[src/rtl/dreq_router_pkg.sv]
package dreq_router_pkg;

   localparam int CSR_W        = 32;
   localparam int REQ_SEL_W    = 7;
   localparam int SYNC_SEL_W   = 5;
   localparam int BURST_W      = 5;

   // field positions of the control word
   localparam int POS_REQ_SEL  = 0;
   localparam int POS_OVR_IE   = 8;
   localparam int POS_EVT_EN   = 9;
   localparam int POS_SYNC_EN  = 16;
   localparam int POS_EDGE     = 17;
   localparam int POS_BURST    = 19;
   localparam int POS_SYNC_SEL = 24;

   typedef enum logic [1:0] {
      EDGE_OFF  = 2'b00,
      EDGE_RISE = 2'b01,
      EDGE_FALL = 2'b10,
      EDGE_ANY  = 2'b11
   } sync_edge_e;

   typedef enum logic [1:0] {
      GATE_SHUT  = 2'b00,
      GATE_OPEN  = 2'b01,
      GATE_DRAIN = 2'b10
   } gate_e;

   typedef struct packed {
      logic [SYNC_SEL_W-1:0] sync_sel;
      logic [BURST_W-1:0]    burst;
      sync_edge_e            edge_kind;
      logic                  sync_en;
      logic                  evt_en;
      logic                  ovr_ie;
      logic [REQ_SEL_W-1:0]  req_sel;
   } chan_cfg_t;

   function automatic chan_cfg_t csr_decode(input logic [CSR_W-1:0] w);
      chan_cfg_t c;
      c.req_sel   = w[POS_REQ_SEL +: REQ_SEL_W];
      c.ovr_ie    = w[POS_OVR_IE];
      c.evt_en    = w[POS_EVT_EN];
      c.sync_en   = w[POS_SYNC_EN];
      c.edge_kind = sync_edge_e'(w[POS_EDGE +: 2]);
      c.burst     = w[POS_BURST +: BURST_W];
      c.sync_sel  = w[POS_SYNC_SEL +: SYNC_SEL_W];
      return c;
   endfunction

   function automatic logic [CSR_W-1:0] csr_encode(input chan_cfg_t c);
      logic [CSR_W-1:0] w;
      w = '0;
      w[POS_REQ_SEL +: REQ_SEL_W]   = c.req_sel;
      w[POS_OVR_IE]                 = c.ovr_ie;
      w[POS_EVT_EN]                 = c.evt_en;
      w[POS_SYNC_EN]                = c.sync_en;
      w[POS_EDGE +: 2]              = c.edge_kind;
      w[POS_BURST +: BURST_W]       = c.burst;
      w[POS_SYNC_SEL +: SYNC_SEL_W] = c.sync_sel;
      return w;
   endfunction

endpackage

[src/rtl/dreq_router_csr.sv]
module dreq_router_csr
   import dreq_router_pkg::*;
(
   input  logic             clk,
   input  logic             rst_n,
   input  logic             wr_en,
   input  logic [CSR_W-1:0] wdata,
   output chan_cfg_t        cfg,
   output logic [CSR_W-1:0] rdata
);

   chan_cfg_t cfg_q, cfg_d, wr_cfg;
   logic      burst_locked;

   always_comb begin
      wr_cfg       = csr_decode(wdata);
      burst_locked = cfg_q.sync_en | cfg_q.evt_en;
      cfg_d        = cfg_q;
      if (wr_en) begin
         cfg_d = wr_cfg;
         if (burst_locked) cfg_d.burst = cfg_q.burst;
      end
   end

   always_ff @(posedge clk) begin
      if (!rst_n) cfg_q <= '0;
      else        cfg_q <= cfg_d;
   end

   assign cfg   = cfg_q;
   assign rdata = csr_encode(cfg_q);

   // burst field frozen while either enable is held
   assert_burst_lock_R3: assert property (@(posedge clk) disable iff (!rst_n)
      (cfg_q.sync_en || cfg_q.evt_en) |=> $stable(cfg_q.burst));

endmodule

[src/rtl/dreq_line_pick.sv]
module dreq_line_pick #(
   parameter int LINES = 128,
   parameter int SEL_W = 7
) (
   input  logic             clk,
   input  logic             rst_n,
   input  logic [LINES-1:0] lines,
   input  logic [SEL_W-1:0] sel,
   input  logic             load,
   input  logic [SEL_W-1:0] load_sel,
   output logic             level,
   output logic             rise,
   output logic             fall
);

   localparam int SPAN = 1 << SEL_W;

   if (LINES > SPAN) begin : g_too_many
      $error("dreq_line_pick: LINES exceeds the select range");
   end
   if (LINES < 1) begin : g_too_few
      $error("dreq_line_pick: LINES must be at least 1");
   end

   logic [SPAN-1:0] padded;
   logic            hist_q;

   if (LINES == SPAN) begin : g_full
      assign padded = lines;
   end else begin : g_part
      assign padded = {{(SPAN-LINES){1'b0}}, lines};
   end

   always_ff @(posedge clk) begin
      if (!rst_n)    hist_q <= 1'b0;
      else if (load) hist_q <= padded[load_sel];
      else           hist_q <= padded[sel];
   end

   assign level = padded[sel];
   assign rise  = level & ~hist_q;
   assign fall  = ~level & hist_q;

endmodule

[src/rtl/dreq_batch.sv]
module dreq_batch
   import dreq_router_pkg::*;
(
   input  logic               clk,
   input  logic               rst_n,
   input  logic               load,
   input  logic               sync_en,
   input  logic               evt_en,
   input  logic [BURST_W-1:0] burst,
   input  logic               rise,
   input  logic               level,
   input  logic               sync_hit,
   input  logic               ovr_clr,
   output logic               pass,
   output logic               evt,
   output logic               ovr
);

   gate_e              gate_q, gate_d;
   logic [BURST_W-1:0] done_q, done_d, base;
   logic               evt_d, ovr_set, window, last;

   always_comb begin
      window  = !sync_en || (gate_q != GATE_SHUT) || (sync_hit && !load);
      base    = (sync_en && sync_hit) ? '0 : done_q;
      last    = (base == burst);
      gate_d  = gate_q;
      done_d  = done_q;
      evt_d   = 1'b0;
      ovr_set = 1'b0;
      if (load) begin
         gate_d = GATE_SHUT;
         done_d = '0;
      end else if (!sync_en) begin
         gate_d = GATE_SHUT;
         if (rise) begin
            if (last) begin
               evt_d  = evt_en;
               done_d = '0;
            end else begin
               done_d = done_q + 1'b1;
            end
         end
      end else begin
         ovr_set = sync_hit && (gate_q == GATE_OPEN);
         if (rise && window) begin
            if (last) begin
               evt_d  = evt_en;
               done_d = '0;
               gate_d = GATE_DRAIN;
            end else begin
               done_d = base + 1'b1;
               gate_d = GATE_OPEN;
            end
         end else if (sync_hit) begin
            gate_d = GATE_OPEN;
            done_d = '0;
         end else if (gate_q == GATE_DRAIN && !level) begin
            gate_d = GATE_SHUT;
         end
      end
   end

   always_ff @(posedge clk) begin
      if (!rst_n) begin
         gate_q <= GATE_SHUT;
         done_q <= '0;
         evt    <= 1'b0;
         ovr    <= 1'b0;
      end else begin
         gate_q <= gate_d;
         done_q <= done_d;
         evt    <= evt_d;
         ovr    <= ovr_set | (ovr & ~ovr_clr);
      end
   end

   assign pass = window;

   // event only when enabled, never two cycles running
   assert_evt_enabled_R5: assert property (@(posedge clk) disable iff (!rst_n)
      evt |-> $past(evt_en));
   assert_evt_single_R5: assert property (@(posedge clk) disable iff (!rst_n)
      evt |=> !evt);
   // the running count never passes the burst value in sync mode
   assert_count_bound_R7: assert property (@(posedge clk) disable iff (!rst_n)
      sync_en |-> (done_q <= burst));
   // overrun only arises in sync mode
   assert_ovr_sync_only_R8: assert property (@(posedge clk) disable iff (!rst_n)
      $rose(ovr) |-> $past(sync_en));

endmodule

[src/rtl/dreq_router.sv]
module dreq_router
   import dreq_router_pkg::*;
#(
   parameter int N_REQ  = 128,
   parameter int N_SYNC = 32
) (
   input  logic              clk,
   input  logic              rst_n,
   input  logic              csr_wr,
   input  logic [CSR_W-1:0]  csr_wdata,
   output logic [CSR_W-1:0]  csr_rdata,
   input  logic [N_REQ-1:0]  req_lines,
   input  logic [N_SYNC-1:0] sync_lines,
   input  logic              ovr_clr,
   output logic              dma_req,
   output logic              batch_evt,
   output logic              ovr_flag,
   output logic              ovr_irq
);

   chan_cfg_t cfg;
   logic      req_level, req_rise, req_fall;
   logic      sync_level, sync_rise, sync_fall;
   logic      sync_hit, gate_pass;

   dreq_router_csr u_csr (
      .clk   (clk),
      .rst_n (rst_n),
      .wr_en (csr_wr),
      .wdata (csr_wdata),
      .cfg   (cfg),
      .rdata (csr_rdata)
   );

   dreq_line_pick #(.LINES(N_REQ), .SEL_W(REQ_SEL_W)) u_req_pick (
      .clk      (clk),
      .rst_n    (rst_n),
      .lines    (req_lines),
      .sel      (cfg.req_sel),
      .load     (csr_wr),
      .load_sel (csr_wdata[POS_REQ_SEL +: REQ_SEL_W]),
      .level    (req_level),
      .rise     (req_rise),
      .fall     (req_fall)
   );

   dreq_line_pick #(.LINES(N_SYNC), .SEL_W(SYNC_SEL_W)) u_sync_pick (
      .clk      (clk),
      .rst_n    (rst_n),
      .lines    (sync_lines),
      .sel      (cfg.sync_sel),
      .load     (csr_wr),
      .load_sel (csr_wdata[POS_SYNC_SEL +: SYNC_SEL_W]),
      .level    (sync_level),
      .rise     (sync_rise),
      .fall     (sync_fall)
   );

   always_comb begin
      unique case (cfg.edge_kind)
         EDGE_OFF:  sync_hit = 1'b0;
         EDGE_RISE: sync_hit = sync_rise;
         EDGE_FALL: sync_hit = sync_fall;
         EDGE_ANY:  sync_hit = sync_rise | sync_fall;
         default:   sync_hit = 1'b0;
      endcase
      sync_hit = sync_hit & cfg.sync_en;
   end

   dreq_batch u_batch (
      .clk      (clk),
      .rst_n    (rst_n),
      .load     (csr_wr),
      .sync_en  (cfg.sync_en),
      .evt_en   (cfg.evt_en),
      .burst    (cfg.burst),
      .rise     (req_rise),
      .level    (req_level),
      .sync_hit (sync_hit),
      .ovr_clr  (ovr_clr),
      .pass     (gate_pass),
      .evt      (batch_evt),
      .ovr      (ovr_flag)
   );

   assign dma_req = req_level & gate_pass;
   assign ovr_irq = ovr_flag & cfg.ovr_ie;

   // plain pass-through when sync mode is off
   assert_passthru_R4: assert property (@(posedge clk) disable iff (!rst_n)
      !cfg.sync_en |-> (dma_req == req_level));
   // a falling request edge is never followed by an event
   assert_fall_no_evt_R5: assert property (@(posedge clk) disable iff (!rst_n)
      req_fall |=> !batch_evt);
   // a level that did not move triggers nothing
   assert_no_edge_no_hit_R6: assert property (@(posedge clk) disable iff (!rst_n)
      (!sync_rise && !sync_fall) |-> !sync_hit);
   // interrupt rises only with its enable
   assert_irq_enable_R9: assert property (@(posedge clk) disable iff (!rst_n)
      $rose(ovr_irq) |-> cfg.ovr_ie);
   // observed sync level is the selected line
   assert_sync_sel_R6: assert property (@(posedge clk) disable iff (!rst_n)
      sync_level == sync_lines[cfg.sync_sel]);

endmodule

[config.mk]
export PLATFORM = sky130hd
export DESIGN_NAME = dreq_router
export DESIGN_NICKNAME = d
export VERILOG_FILES = /design/src/rtl/dreq_router_pkg.sv /design/src/rtl/dreq_router_csr.sv /design/src/rtl/dreq_line_pick.sv /design/src/rtl/dreq_batch.sv /design/src/rtl/dreq_router.sv
export SDC_FILE = /design/constraint.sdc
export NUM_CORES = 1
export LEC_CHECK = 0
export BUFFER_PORTS_ARGS = -buffer_cell sky130_fd_sc_hd__buf_2
export CELL_PAD_IN_SITES_DETAIL_PLACEMENT = 1
export CELL_PAD_IN_SITES_GLOBAL_PLACEMENT = 1
export CORE_ASPECT_RATIO = 1.1
export CORE_MARGIN = 2
export CORE_UTILIZATION = 37
export CTS_BUF_LIST = sky130_fd_sc_hd__clkbuf_8 sky130_fd_sc_hd__clkbuf_16
export DETAILED_ROUTE_END_ITERATION = 10
export GPL_TIMING_DRIVEN = 0
export PLACE_DENSITY_LB_ADDON = 0.1
export SYNTH_ARGS = -nofsm -noshare
export SYNTH_HDL_FRONTEND = slang
export SYNTH_SLANG_ARGS = --single-unit
[constraint.sdc]
create_clock -name clk -period 8.07 [get_ports clk]
set_input_delay 0.4035 -clock clk [delete_from_list [all_inputs] [get_ports clk]]
set_output_delay 0.4035 -clock clk [all_outputs]
set_load 0.05 [all_outputs]
-- Yosys cells after proc, flatten, opt, wreduce, memory -nomap -nowiden
Cells that the tools add are included.
- bits in registers: 33
- output and inout port bits: 36
- word-level logic and storage cells: 89
- add/sub/neg operators: 2
- order comparisons: 4
- eq/ne operators: 7
- mux-type cells: 28
- bitwise operators: 17
- reductions and logical operators: 18
- operators with widths (kind ; number):
    two-way mux 5 bit ; 7
    less-than comparator 7 x 8 -> 1 bit (second input constant) ; 2
    binary-select mux 1 bit (select 7 bit) ; 2
    less-than comparator 5 x 6 -> 1 bit (second input constant) ; 2
    two-way mux 1 bit ; 12
    adder 5 x 1 -> 5 bit (second input constant) ; 2
    binary-select mux 1 bit (select 5 bit) ; 2
    two-way mux 2 bit ; 4
    bitwise AND 1 bit ; 7
    NOT 1 bit ; 7
    == test 2 bit (second input constant) ; 3
    == test 5 bit ; 1
    logical AND 1 bit ; 5
    == test 2 x 1 -> 1 bit (second input constant) ; 2
    case mux 1 bit (4 select lines) ; 1
    AND reduction 2 bit ; 2
    nonzero test 2 bit ; 2
    zero test 1 bit ; 3
    inequality test 3 x 1 -> 1 bit (second input constant) ; 1
    OR 1 bit ; 3
    nonzero test 3 bit ; 1
    OR reduction 3 bit ; 1
    zero test 2 bit ; 1
    logical OR 1 bit ; 2
    OR reduction 2 bit ; 1

-- Logic depth before layout (Yosys ltp)
Gate-level depths: netlist (run 1).
- depth after elaboration: 13
- mapped depth: 16
- depth with buffers taken out: 15

-- Hierarchy
Synthesis (run 1) repeated with hierarchy kept, for this count alone.
- cells, all modules: 465
- area total of the unflattened synthesis: 4799.6 um^2
- modules (own cells, without submodules) (module ; instances ; cells an instance ; area an instance (um^2)):
    dreq_line_pick at u_req_pick ; 1 ; 201 ; 2303.5
    dreq_router_csr ; 1 ; 110 ; 1098.6
    dreq_batch ; 1 ; 86 ; 758.2
    dreq_line_pick at u_sync_pick ; 1 ; 64 ; 613.1
    dreq_router ; 1 ; 4 ; 26.3

-- Least setup slack after synthesis (run 1)
Ideal clock, no wire load.
- path type: flip-flop to flip-flop
- start: reg u_csr.cfg_q (netlist bit u_csr.cfg[17])
- end: reg u_batch.done_q[0]
- library setup time: 0.070 ns
- data arrival time: 4.325 ns
- data required time: 8.000 ns
- slack: 3.675 ns
- cell stages (with the launch flop): 14
- path buffers: 1
- cells stage by stage: dfxtp_1 -> clkbuf_1 -> mux4_2 -> mux4_2 -> mux2_2 -> ha_1 -> nand2b_1 -> a21boi_0 -> o21ai_1 -> o211a_1 -> nor2_1 -> nand2_2 -> or3b_1 -> a21oi_1
- cells in the longest elaborated chain, start to end: 13
- elaborated cells on any way between the ends: 22
- those cells by class: 1 x add/sub; 2 x eq/ne; 9 x mux; 5 x bitwise; 5 x reduce/logical
- RTL lines (item ; RTL line ; RTL):
    start: declaration ; dreq_router_csr.sv:12 ; chan_cfg_t cfg_q, cfg_d, wr_cfg;
    start signal: assignment ; dreq_router_csr.sv:27 ; else cfg_q <= cfg_d;
    binary-select mux 1 bit (select 5 bit) (*) ; dreq_line_pick.sv:40 ; assign level = padded[sel];
    two-way mux 1 bit (implied by the code) (*) ; dreq_line_pick.sv:40 ;
    NOT 1 bit ; dreq_line_pick.sv:42 ; assign fall = ~level & hist_q;
    bitwise AND 1 bit ; dreq_line_pick.sv:42 ;
    OR 1 bit ; dreq_router.sv:64 ; EDGE_ANY: sync_hit = sync_rise | sync_fall;
    case mux 1 bit (4 select lines) (*) ; dreq_router.sv:60 ; unique case (cfg.edge_kind)
    bitwise AND 1 bit (*) ; dreq_router.sv:67 ; sync_hit = sync_hit & cfg.sync_en;
    logical AND 1 bit ; dreq_batch.sv:25 ; base = (sync_en && sync_hit) ? '0 : done_q;
    two-way mux 5 bit ; dreq_batch.sv:25 ;
    adder 5 x 1 -> 5 bit or == test 5 bit (tied branches) ; dreq_batch.sv:52, dreq_batch.sv:26 ;
    two-way mux 5 bit (on tied branches) ; dreq_batch.sv:47, dreq_batch.sv:37 ;
    two-way mux 5 bit (on tied branches) ; dreq_batch.sv:46, dreq_batch.sv:36 ;
    two-way mux 5 bit ; dreq_batch.sv:34 ; end else if (!sync_en) begin
    end signal: assignment ; dreq_batch.sv:72 ; done_q <= done_d;
    end: declaration ; dreq_batch.sv:20 ; logic [BURST_W-1:0] done_q, done_d, base;
Mark *: on every way between the ends. The rest lies on a longest branch, timed or not. The select of a mux whose other input is x is not followed.
A chain may end at the register's enable or synchronous reset.

-- Worst setup path after layout (run 1)
Same ends and word-level chain as after synthesis.

==> results of run 1 <==
==> cells by family after synthesis <==
| kind of cell | after synthesis | share of synthesized area (%) |
|---|---|---|
| mux | 136 | 57.0 |
| simple gates | 99 | 12.8 |
| buf+inv | 47 | 6.09 |
| compound gates | 42 | 6.46 |
| flops | 33 | 15.4 |
| xor+xnor | 5 | 1.02 |
| fa+ha+maj | 4 | 1.16 |
| other cells | 1 | 0.0873 |
==> cell type report <==
type | instances | share of cell area [%]
timing repair buffer | 204 | 18.0
sequential | 33 | 11.6
buffer | 44 | 4.41
inverter | 3 | 0.198
clock inverter | 3 | 0.242
clock buffer | 5 | 2.20
tap | 150 | 3.31
multi-input combinational | 296 | 60.0
==> synthesized netlist by cell type, types with 5 or more instances <==
cell,instances
mux2_2,10
buf_4,17
clkbuf_1,16
nand3_1,6
o22ai_1,5
a21oi_1,9
nor2_1,14
o21ai_0,7
nand2b_1,9
nor2b_1,29
buf_2,5
dfxtp_1,33
nand2_1,17
nand4_1,10
mux4_2,86
and2_1,5
a31oi_1,5
mux2i_1,40
==> flip-flops by register name, summed over array words and instances (netlist names) <==
name and count:
u_req_pick.hist_q 1, u_sync_pick.hist_q 1, u_batch.ovr 1, u_batch.done_q 5
u_batch.gate_q 2, u_csr.cfg 22, u_batch.evt 1
==> path summary, 6_finish.rpt <==
kind,cells after the start,endpoint,startpoint
max,13,u_batch.done_q[0],u_csr.cfg[17]
min,3,u_csr.cfg[13],csr_wdata[20]
max reg2reg,13,u_batch.done_q[0],u_csr.cfg[17]
min reg2reg,2,u_batch.gate_q[1],u_batch.gate_q[1]
==> cell usage in the layout, fill, tap and decap left out, types with 10 or more instances in the layout <==
| master | synthesis | routed |
|---|---|---|
| buf_2 | 5 | 209 |
| buf_4 | 17 | 17 |
| clkbuf_1 | 16 | 16 |
| conb_1 | 1 | 10 |
| dfxtp_1 | 33 | 33 |
| mux2_2 | 10 | 10 |
| mux2i_1 | 40 | 40 |
| mux4_2 | 86 | 86 |
| nand2_1 | 17 | 17 |
| nand4_1 | 10 | 10 |
| nor2_1 | 14 | 14 |
| nor2b_1 | 29 | 29 |
==> routing by layer <==
| layer | up-vias | share of wire [%] |
|---|---|---|
| met5 | - | 0.084 |
| li1 | 1908 | - |
| met4 | 2 | 1.2 |
| met2 | 194 | 54 |
| met1 | 2121 | 38 |
| met3 | 16 | 6.0 |
==> critical path, cell delays in order, from the launching register on <==
cell      delay, ps
dfxtp_1         330
clkbuf_1        560
mux4_2          610
mux4_2          470
mux2_2          310
ha_1            270
nand2b_1        130
a21boi_0        230
o21ai_1         320
o211a_1         320
nor2_1          360
nand2_2         230
or3b_1          390
a21oi_1         120
==> stage by stage <==
stage | total power [mW] | instances
floorplan | 0.389 | 376
global placement | 0.488 | 730
detailed placement | 0.495 | 730
CTS | 0.679 | 738
global route | 0.709 | 738
finish | 0.672 | 738
==> power by group <==
group          switching (mW)  internal (mW)  leakage (nW)  total (mW)
Clock                  0.0687          0.112        0.0748       0.181
Combinational           0.157          0.153          2.06       0.310
Sequential            0.00959          0.172         0.271       0.181
Total                   0.235          0.437          2.40       0.672
==> results.md, run 1 <==
- Status: finished, final reports clean
- Peak VDD IR: 0.0751 mV
- Leading area contributor after synthesis: mux4_2
- First-pass GRT wire length: 24300 um
- DIE AREA: 0.0125 sq mm
- Met2 GRT Util: 48.8%
- Number of synthesis warnings: 0
- Core area: between 0.01 and 0.015 sq mm
- I/O pins: 232
- Post-DP Area: around 0.0055 sq mm
- M1 GR Usage: between 20% and 30%
- Fill cells: about 1300
- Setup slack after layout: 3340 ps
- Setup bufs post-CTS: 0
- TritonCTS clock tree: yes
- Worst hold margin: 393 ps
- Die X: 107 um
- Largest net degree at the start of global routing: 11
- Post-synth top area share: a little under half
- Drt via density: 5.75
- Die height: 117 um
- Initial antenna violation count: 1
- Inserted Clock Buffers: 5
- Post-cts resize count: 0
- Leak Pwr: 2.40 nW
- CTS hold repair buffers: 0
- Met3 GRT Util: under 10%
- Relative slew margins: 31.0%
- Synth cell types: 41
- WL/cell: 20.9 um
- FF/Latch Area: 661 sq um
- DRC: 0
- Num Clock Sinks: 33
- Total Routing Usage GR: 25.1%
- Avg Synthesized Cell Area: 11.7 sq um
- Seq cells post-synth: 33
- Worst Setup Start Kind: flop
- Pre-CTS WS: 3350 ps
- Share of cells above drive strength 1: 56.6%
- Setup_tns: 0 ps
- Mapped Area: 0.00430 sq mm
- Starting DRT DRC Count: 134
- Via count: 4241
- Crit path required time: approximately 8300 ps
- Ant. Diodes: 0
- GP Congestion: 0.900
- Part of the cycle the worst path needs: 58.6%
- Minimum clock period: 4730 ps
- Crit path kind: reg2reg
- Clk root buf: clkbuf_16
- Hold violation count in the final report: 0
- Final Cell Area: 0.00568 sq mm
- First-pass iteration count of the detailed router: 4
- Worst skew pair latency: 270 ps
- Post-layout util: 49.9%
- Longest Clk Path Bufs: 2
- Remaining global-route overflow: 0
- IO Port Bufs: ~200
- Layout area overhead: 32.1%
- Flop-to-flop setup slack: between 3000 and 4000 ps
- Maxcap violations: 0
- Layout net count: slightly below 800
- Final setup viols: 0
- Std cell rows: ~40
- HPWL after detailed placement: roughly 13000 um
- DRT Wirelength: about 15000 um
- Worst-Margin Slew: 1030 ps
- RSZ-0062 raised after global routing: no
- WP data arrival: ~4900 ps
- Post-synth EDFFs: 0
- Clock Pin Slew Worst Setup and Hold Paths: 50 ps
- Multi-input combinational cell area: 0.00341 sq mm
- Vias in the first global route: 4723
- GR peak layer: met2
- H-tree levels: 2
- Max Slew Vio Count: 0
- Sequential share of the synthesized area: 15.4%
- Hold Crit Class: in2reg
- Prevailing post-synth register cell: dfxtp_1
- Post-synthesis instance total: approximately 370
- Max Clock Freq: ~0.21 GHz
- Initial Utilization: 37.7%
- Async set-or-reset flop fraction in the synthesized netlist: 0%
- Setup crit end kind: flop
- Power Dens Cells: 118 mW/mm^2
- Antenna viol nets, final: 0
- Crit-path max FO: 10
- Final setup skew: 2.18 ps
- Synth area leaders: mux4_2 (45%), dfxtp_1 (15%), mux2i_1 (9.3%), nor2b_1 (4.2%), buf_4 (3.0%)
Power figures use the tool's default switching activity.
==> inputs of run 2 (changes only) <==
--- a/config.mk
+++ b/config.mk
@@ -10,7 +10,7 @@
 export CELL_PAD_IN_SITES_GLOBAL_PLACEMENT = 1
 export CORE_ASPECT_RATIO = 1.1
 export CORE_MARGIN = 2
-export CORE_UTILIZATION = 37
+export CORE_UTILIZATION = 31
 export CTS_BUF_LIST = sky130_fd_sc_hd__clkbuf_8 sky130_fd_sc_hd__clkbuf_16
 export DETAILED_ROUTE_END_ITERATION = 10
 export GPL_TIMING_DRIVEN = 0
==> constraint.sdc (replaced) <==
create_clock -name clk -period 3.82 [get_ports clk]
set_input_delay 0.191 -clock clk [delete_from_list [all_inputs] [get_ports clk]]
set_output_delay 0.191 -clock clk [all_outputs]
set_load 0.05 [all_outputs]
==> results.md, run 2 (synthesized netlist as in run 1, its figures left out) <==
- Hold violation count in the final report: 0
- Max Slew Vio Count: 0
- I/O pins: 232
- Layout area overhead: 37.5%
- Commonest non-fill, non-tap cell in the layout: buf_2
- Layout net count: 793
- Final setup skew: between 4 and 5 ps
- Status: finished, final reports clean
- CTS hold repair buffers: 0
- Setup crit end kind: primary output
- Hold path startpoint: csr_wdata[9]
- Initial antenna violation count: 1
- Std cell rows: 45
- Die X: 116 um
- R2r startpoint: u_csr.cfg[17]
- Pre-CTS WS: -405 ps
- Leak Pwr: 2.47 nW
- Minimum clock period: 3690 ps
- Vias in the first global route: 4638
- Share of cells above drive strength 1: 59.6%
- WP data arrival: between 3000 and 4000 ps
- Hold Path End: u_csr.cfg[8]
- First-pass iteration count of the detailed router: 4
- Crit path required time: 3630 ps
- DIE AREA: 0.0148 sq mm
- Worst-Margin Slew: 1010 ps
- Setup slack after layout: between 100 and 150 ps
- Post-layout util: 43.2%
- Max reg flops: 22
- Clock Pin Slew Worst Setup and Hold Paths: about 50 ps
- Hold path depth: 3
- Initial Utilization: 31.4%
- Worst skew pair latency: roughly 280 ps
- Power Dens Cells: 262 mW/mm^2
- Num Clock Sinks: 33
- Remaining global-route overflow: 0
- Drt via density: about 5.4
- HPWL after detailed placement: 13100 um
- Largest net degree at the start of global routing: 12
- Crit path kind: reg2out
- Relative slew margins: 32.4%
- Maxcap violations: 0
- WL/cell: 20.5 um
- Hold Crit Class: in2reg
- Crit-path max FO: 5
- DRT Wirelength: 16100 um
- Peak VDD IR: between 0.1 and 0.15 mV
- Starting DRT DRC Count: 190
- Most frequent cells in the layout: buf_2 (209), mux4_2 (86), mux2i_1 (40), dfxtp_1 (31), nor2b_1 (29)
- Flop-to-flop setup slack: 150 ps
- Clk root buf: clkbuf_16
- Via count: ~4300
- GP Congestion: 0.828
- Fill cells: 1605
- H-tree levels: 2
- DRC: 0
- Core area: 0.0137 sq mm
- First-pass GRT wire length: ~25000 um
- Reg2reg path depth: 14
- Inserted Clock Buffers: 5
- Part of the cycle the worst path needs: 96.6%
- Final setup viols: 0
- Worst Setup Start Kind: flop
- Total Routing Usage GR: 21.7%
- Longest Clk Path Bufs: 2
- Max Clock Freq: 0.271 GHz
- Die height: 127 um
- TritonCTS clock tree: yes
- Endpoint of the worst-slack reg-to-reg timing path: u_batch.done_q[0]
- Antenna viol nets, final: 0
- IO Port Bufs: approximately 200
-- run 2: power breakdown --
part | switching [mW] | internal (mW) | leakage, nW
logic | 0.341 | 0.338 | 2.11
registers | 0.0228 | 0.363 | 0.272
clock network | 0.157 | 0.325 | 0.0831
total | 0.521 | 1.03 | 2.47
-- run 2: repair_timing --
action                     in CTS  in global routing
setup endpoints to repair       9                  9
pin swaps                       1                  5
cloned                          0                  1
gates resized for setup         8                 10
setup buffers                   1                  5
-- run 2: critical path: stages, from the launching register on --
cell and delay [ps]:
dfxtp_4 360, buf_4 150, mux4_2 490, mux4_2 470, mux2_2 300, ha_1 270
nand2b_1 180, a21boi_4 230, o21ai_4 100, o211a_1 270, inv_1 60, and2_1 140
buf_4 200
-- run 2: worst max-delay path by stage --
stage / startpoint / depth (start not counted) / endpoint / slack [ps]
global route: u_csr.cfg[17] / 14 / u_batch.done_q[3] / -60
CTS: u_csr.cfg[17] / 13 / u_batch.gate_q[1] / 0.2
global placement: u_csr.cfg[17] / 13 / u_batch.gate_q[1] / -350
finish: u_csr.cfg[17] / 12 / dma_req / 130
floorplan: u_csr.cfg[17] / 13 / u_batch.done_q[0] / 50
detailed placement: u_csr.cfg[17] / 13 / u_batch.gate_q[1] / -410
-- run 2: layout make-up --
cell class,count,area [sq um],share of cell area (%)
buffer,43,248,4.19
clock buffer,6,139,2.35
timing repair buffer,210,1080,18.3
multi-input combinational,297,3490,59.0
inverter,3,11.3,0.191
antenna,1,2.50,0.0424
clock inverter,2,37.5,0.635
tap,188,235,3.98
sequential,33,666,11.3
-- run 2: routing by layer --
layer  wire [um]  track usage (%)  vias up  share of wire, %
met1        6450             26.3     2114                40
met2        8470             39.3      190                53
met4         302             6.09        0               1.9
met3         846             3.61       21               5.3
li1            -                -     1928                 -
met5           0                0        -                 0
-- run 2: per-stage QoR --
| step | std cells | total power [mW] | setup TNS (ps) | instance area [sq um] | hold slack [ps] |
|---|---|---|---|---|---|
| 2_1_floorplan | 376 | 0.824 | 0 | 4350 | 319 |
| 3_3_place_gp | 768 | 1.04 | -1910 | 5610 | 449 |
| 3_5_place_dp | 768 | 1.05 | -2200 | 5610 | 461 |
| 4_1_cts | 777 | 1.55 | 0 | 5820 | 170 |
| 5_1_grt | 782 | 1.63 | -109 | 5910 | 180 |
| 6_report | 783 | 1.55 | 0 | 5910 | 171 |
